`src/rtl/pwm_scl_pkg.sv`:
```
package pwm_scl_pkg;
  localparam int unsigned SCL_W   = 8;
  localparam int unsigned NUM_CH  = 8;
  localparam int unsigned NUM_FAM = 2;

  typedef enum logic {
    FAM_A = 1'b0,
    FAM_B = 1'b1
  } fam_e;

  // channel pairs alternate families: index bit 1 picks B
  function automatic int unsigned fam_idx(int unsigned ch);
    return (ch / 2) % 2;
  endfunction
endpackage

```
`src/rtl/pwm_scl_div.sv`:
```
module pwm_scl_div #(
  parameter int unsigned W = 8
) (
  input  logic         clk_i,
  input  logic         rst_ni,
  input  logic         strobe_i,
  input  logic         wr_i,
  input  logic [W-1:0] scale_i,
  output logic         tick_o,
  output logic         scl_en_o
);
  localparam logic [W-1:0] CNT_ONE = W'(1);

  logic [W-1:0] cnt_q;
  logic         tog_q;
  logic         hit;

  // write wins over a coincident strobe
  assign hit = strobe_i & ~wr_i & (cnt_q == CNT_ONE);

  always_ff @(posedge clk_i or negedge rst_ni) begin
    if (!rst_ni) begin
      cnt_q <= '0;
      tog_q <= 1'b0;
    end else begin
      if (wr_i) begin
        cnt_q <= scale_i;
      end else if (strobe_i) begin
        // zero wraps to all-ones: scale 0 acts as 2**W
        cnt_q <= hit ? scale_i : cnt_q - CNT_ONE;
      end
      if (hit) tog_q <= ~tog_q;
    end
  end

  assign tick_o   = hit;
  assign scl_en_o = hit & ~tog_q;
endmodule

```
`src/rtl/pwm_scl_sel.sv`:
```
module pwm_scl_sel
  import pwm_scl_pkg::*;
#(
  parameter int unsigned N_CH  = NUM_CH,
  parameter int unsigned N_FAM = NUM_FAM
) (
  input  logic [N_FAM-1:0] base_en_i,
  input  logic [N_FAM-1:0] scl_en_i,
  input  logic [N_CH-1:0]  sel_i,
  output logic [N_CH-1:0]  ch_en_o
);
  for (genvar ch = 0; ch < N_CH; ch++) begin : g_ch
    localparam int unsigned FAM = fam_idx(ch);
    assign ch_en_o[ch] = sel_i[ch] ? scl_en_i[FAM] : base_en_i[FAM];
  end
endmodule

```
`src/rtl/pwm_scl_gen.sv`:
```
module pwm_scl_gen
  import pwm_scl_pkg::*;
#(
  parameter int unsigned W    = SCL_W,
  parameter int unsigned N_CH = NUM_CH
) (
  input  logic            clk_i,
  input  logic            rst_ni,
  input  logic            clk_a_en_i,
  input  logic            clk_b_en_i,
  input  logic [W-1:0]    scale_a_i,
  input  logic            scale_a_wr_i,
  input  logic [W-1:0]    scale_b_i,
  input  logic            scale_b_wr_i,
  input  logic [N_CH-1:0] sel_i,
  output logic [N_CH-1:0] ch_en_o
);
  localparam int unsigned N_FAM = NUM_FAM;

  logic [N_FAM-1:0] base_en, wr, tick, scl_en;
  logic [W-1:0]     scale [N_FAM];
  logic             sa_en, sb_en, tick_a, tick_b;

  assign base_en      = {clk_b_en_i, clk_a_en_i};
  assign wr           = {scale_b_wr_i, scale_a_wr_i};
  assign scale[FAM_A] = scale_a_i;
  assign scale[FAM_B] = scale_b_i;

  for (genvar f = 0; f < N_FAM; f++) begin : g_path
    pwm_scl_div #(.W(W)) u_div (
      .clk_i    (clk_i),
      .rst_ni   (rst_ni),
      .strobe_i (base_en[f]),
      .wr_i     (wr[f]),
      .scale_i  (scale[f]),
      .tick_o   (tick[f]),
      .scl_en_o (scl_en[f])
    );
  end

  assign sa_en  = scl_en[FAM_A];
  assign sb_en  = scl_en[FAM_B];
  assign tick_a = tick[FAM_A];
  assign tick_b = tick[FAM_B];

  pwm_scl_sel #(.N_CH(N_CH), .N_FAM(N_FAM)) u_sel (
    .base_en_i (base_en),
    .scl_en_i  (scl_en),
    .sel_i     (sel_i),
    .ch_en_o   (ch_en_o)
  );
endmodule

```
`config.mk`:
```
export PLATFORM = sky130hd
export DESIGN_NAME = pwm_scl_gen
export DESIGN_NICKNAME = d
export VERILOG_FILES = /design/src/rtl/pwm_scl_pkg.sv /design/src/rtl/pwm_scl_div.sv /design/src/rtl/pwm_scl_sel.sv /design/src/rtl/pwm_scl_gen.sv
export SDC_FILE = /design/constraint.sdc
export NUM_CORES = 1
export LEC_CHECK = 0
export ABC_AREA = 1
export ABC_CLOCK_PERIOD_IN_PS = 1400
export BUFFER_PORTS_ARGS = -buffer_cell sky130_fd_sc_hd__clkbuf_2
export CAP_MARGIN = 20
export CORE_MARGIN = 4
export CORE_UTILIZATION = 30
export DETAILED_ROUTE_END_ITERATION = 10
export HOLD_SLACK_MARGIN = 0.1
export PLACE_DENSITY = 0.63
export SLEW_MARGIN = 20
export SYNTH_ARGS = -nofsm -noshare
export SYNTH_HDL_FRONTEND = slang
export SYNTH_SLANG_ARGS = --single-unit
export TNS_END_PERCENT = 5
```
`constraint.sdc`:
```
create_clock -name clk_i -period 1.4 [get_ports clk_i]
set_input_delay 0.28 -clock clk_i [delete_from_list [all_inputs] [get_ports clk_i]]
set_output_delay 0.28 -clock clk_i [all_outputs]
set_load 0.05 [all_outputs]
```
# After elaboration in Yosys (flattened, before gate mapping)
# Cells that the tools add are included.
# word_totals
ff_bits	18
latch_bits	0
ram_bits	0
romBits	0
inputBits	30
n_memories	0
# classes
add_sub_neg	2
n_mul	0
div	0
order_cmp	0
eq_ne	2
n_shift	0
muxes	14
n_bitwise	10
n_reduce_logical	2
# op_table
cell	count
$mux W8	6
$eq A8 B1 Y1 const B	2
$sub A8 B1 Y8 const B	2
$mux W1	8
$and A1 B1 Y1	6
$not A1 Y1	4
$reduce_bool A2 Y1	2

# Depth between registers and ports, before layout
# logic_depth
ltp_word	6
mapped_depth	9
mapped_depth_nobuf	9

# Hierarchy
# From an unflattened synthesis, not the netlist that was laid out.
# unflattened
cells_unflattened	259
area_unflattened_um2	1606.5
# by_module_without_submodules
mod	n_inst	cells_per_inst	area_each_um2	seq_area_each_um2
pwm_scl_div at g_path[0].u_div	1	115	777.0	225.2
pwm_scl_div at g_path[1].u_div	1	112	709.4	225.2
pwm_scl_sel	1	32	120.1	0.0

# Least setup slack after synthesis
# No wires, ideal clock.
# synth_path
path_kind	reg-to-output
start	register g_path[0].u_div.cnt_q[1]
end	output ch_en_o[0]
arrival_time_ps	1539
required_ps	1120
path_slack_ps	-419
path_stages_with_launch	9
n_path_buf	0
path_cell_list	dfrtp_1 inv_1 ha_1 nand2_4 nor2_8 nand2_8 nor2_4 nand2_1 o21ai_1
# synth_between
elab_chain_len	4
# synth_rtl
element	line	text
start, declared	pwm_scl_div.sv:14	logic [W-1:0] cnt_q;
start signal, assigned	pwm_scl_div.sv:27	cnt_q <= scale_i;
start signal, assigned	pwm_scl_div.sv:30	cnt_q <= hit ? scale_i : cnt_q - CNT_ONE;
$eq A8 B1 Y1	pwm_scl_div.sv:19	assign hit = strobe_i & ~wr_i & (cnt_q == CNT_ONE);
$and A1 B1 Y1	pwm_scl_div.sv:19	
$and A1 B1 Y1	pwm_scl_div.sv:37	assign scl_en_o = hit & ~tog_q;
$mux W1	pwm_scl_sel.sv:14	assign ch_en_o[ch] = sel_i[ch] ? scl_en_i[FAM] : base_en_i[FAM];
end, declared	pwm_scl_gen.sv:16	output logic [N_CH-1:0] ch_en_o
# No other way between the ends.

# Worst setup path in the final report
# layout_path
start	register g_path[0].u_div.cnt_q[1]
end	output ch_en_o[5]
# The elaborated chain is that of the path after synthesis.

==> flow_summary.toml <==
[layout]
syn_to_final_growth_pct = 50.3
design_area_mm2 = 0.00243
post-route-util = 0.470
final_nets = 350
fin_cells = 385
drive_gt1_frac = 0.441
antennaDiodeCount = 0

[detailed_routing]
wl_per_cell_um = 10.7
drtAntennaViolNets = 0
drc = 0
drt-initial-drc-count = 93
drtPass1Iterations = 4
num_vias = 1691
drt-total-wl_um = 4100
via_per_inst = 4.39

[worst_setup_path]
reg2reg_to = "g_path[0].u_div.cnt_q[5]$_DFFE_PN0P_"
r2r_slack_ns = -0.01
cp_max_fo = 4
reg2reg_depth = 10
cp_slowest_cell = "dfrtp_1"
worstPathRequired_ns = 1.12
path_cells = "inv_2, ha_4, nand2_4, nor2_8, nand2_8, nor2_4, nand2_1, o21ai_4, buf_8"
arrival_ns = 1.53
crit_type = "flop to output port"
crit_end = "ch_en_o[5]"
cp-startpoint = "g_path[0].u_div.cnt_q[1]$_DFFE_PN0P_"
timing.rr.start = "g_path[0].u_div.cnt_q[1]$_DFFE_PN0P_"
endpoint_kind = "output port"
critPathMaxStageDelay_ns = 0.40
cp-start-kind = "flop"

[timing]
fin_setup_tns_ns = -3.21
setup_slack_ns = -0.410
max-slew-margin-rel = 0.656
worst_slew_pin_slew_ns = 0.515
drv_slew = 0
final.min_clock_period_ns = 1.81
hold_viol = 0
rsz0062_at_grt = "yes"
fin_skew_ns = 0.000697
hold_ws_ns = 0.316
setup_violations = 11
fmax_mhz = 552
period_share = 1.29

[worst_hold_path]
hold_class = "input pin to flop"

[global_route]
grt_max_degree = 19
globalRoute.totalOverflow = 0
grt_use_total = 0.133
grt_antenna_before_repair = 0
grt_pass1_wl_um = 6970
grt_pass1_vias = 1653

[power_and_ir_drop]
p_per_area_mw_per_mm2 = 818
peakVddDrop_mv = 0.600
switchingPower_mw = 0.728
seq_power_share = 0.333
leakagePower_nw = 1.31
sw_frac_of_total = 0.366
power_frac_comb = 0.443
clockPowerShare = 0.224
total_power_mw = 1.99
power.internal_mw = 1.26

[die]
die_x_um = 81.4
row_count = 26
die_area_mm2 = 0.00663
ios = 38
die_h_um = 81.4
core_area_mm2 = 0.00517
floorplan.initialDensity = 0.313

[synth]
syn-cell-area_mm2 = 0.00162
syn_inst = 240
yosysSeqAreaShare = 0.278
synth_area_leader_cell = "dfrtp_1"
synth_seq_cells = 18
syn_avg_cell_area_um2 = 6.74
synth_cell_type_count = 20
synth.area.top_cells = "dfrtp_1 (28%), nand2_1 (17%), nand3_1 (13%), inv_1 (7.7%), nand2_2 (6.6%)"
ys_warn_count = 0
syn-num-nets = 274
synth.top_cell.area_share = 0.278

[flow_run]
maxCapViolations = 0

[placement]
routabilityCongestion = 0.791
hpwlAfterDp_um = 3180
dp_slack_ns = -0.253
numPortBuffers = 37
place_area_mm2 = 0.00222
placed_cells = 379

[clock_tree]
cts_tree = "yes"
clk_latency_ns = 0.26
cts_sinks = 18
cts.path.max_buffers = 2
path_clk_slew_ns = 0.08
cts_buffers = 3
htree_levels = 1
root_buffer = "clkbuf_8"

[run_status]
status = "complete, but fails checks"
violations = "negative setup slack"
## worst min path at each step
stage	to	startpoint	depth (start not counted)
2_1_floorplan	g_path[0].u_div.cnt_q[0]$_DFFE_PN0P_	rst_ni	0
3_3_place_gp	g_path[0].u_div.cnt_q[7]$_DFFE_PN0P_	rst_ni	1
3_5_place_dp	g_path[0].u_div.cnt_q[7]$_DFFE_PN0P_	rst_ni	1
4_1_cts	g_path[1].u_div.cnt_q[1]$_DFFE_PN0P_	scale_b_i[1]	5
5_1_grt	g_path[0].u_div.cnt_q[3]$_DFFE_PN0P_	scale_a_i[3]	5
6_report	g_path[1].u_div.cnt_q[1]$_DFFE_PN0P_	scale_b_i[1]	5
## critical path: cells and delay by family (launching register included)
| kind | cells | cell delay, ns |
|---|---|---|
| AND/OR/NAND/NOR | 5 | 0.43 |
| flip-flops | 1 | 0.40 |
| buffers and inverters | 2 | 0.24 |
| adder cells (fa/ha/maj) | 1 | 0.14 |
| AO/OA/AOI/OAI | 1 | 0.07 |
## cell usage in the layout, fill, tap and decap left out, types with 4 or more instances in the layout
cell,netlist,layout
nand2_1,75,73
nand3_1,42,37
buf_4,0,32
inv_1,33,30
clkbuf_2,0,29
nand2_2,17,19
dfrtp_1,18,18
nor2_1,11,11
buf_8,0,8
inv_2,4,7
nor2_4,5,6
nor2_2,6,5
nand3_2,0,5
o21ai_4,0,4
o21ai_2,0,4
clkbuf_8,0,4
## final cells by class
class / instances / area, µm²
tap: 70 / 87.6
inverter: 41 / 185
clock buffer: 4 / 55.1
fill: 510 / 2740
timing repair buffer: 71 / 536
sequential: 18 / 450
multi-input combinational: 181 / 1120
## state kept, by name (all words and copies together), names as in the netlist
register            flops
g_path.u_div.cnt_q     16
g_path.u_div.tog_q      2
## power groups by stage
stage / Sequential, mW / Clock, mW / Combinational (mW)
floorplan: 0.684 / 0 / 0.471
global placement: 0.665 / 0 / 0.802
detailed placement: 0.668 / 0 / 0.814
CTS: 0.659 / 0.466 / 0.848
global route: 0.673 / 0.485 / 0.990
finish: 0.662 / 0.446 / 0.881
## synth_stat cells
cell type	count
o21ai_1	8
xnor2_1	3
dfrtp_1	18
nor2_8	1
nand2_1	75
clkinv_2	1
xor2_1	1
inv_2	4
bufinv_8	2
nand2_8	3
inv_4	1
nor2_4	5
inv_1	33
nor2_2	6
nor2_1	11
nand2_2	17
o21ai_0	2
nand2_4	3
nand3_1	42
ha_1	4
## kinds of logic after synthesis
group	count (synthesis)	share of synthesized area
AOI/OAI and AO/OA	10	0.0309
xor gates and xnor gates	4	0.0217
adders and majority gates	4	0.0309
buffers and inverters	41	0.114
DFF	18	0.278
and+or+nand+nor	163	0.524
## routing by layer
layer	global-route usage	wire, µm
met5	0	0
met4	0.0203	14
met3	0.0285	176
met2	0.261	2180
met1	0.148	1730
## repair_timing
item | 4_1_cts | 5_1_grt
hold buffers | 1 | 0
cloned | 0 | 0
resized for setup | 19 | 20
buffers inserted | 0 | 1
endpoints found under the setup margin | 16 | 24
endpoints found under the hold margin | 18 | 0
pin swaps | 0 | 2
No activity file was read; power rests on OpenSTA's default activity.
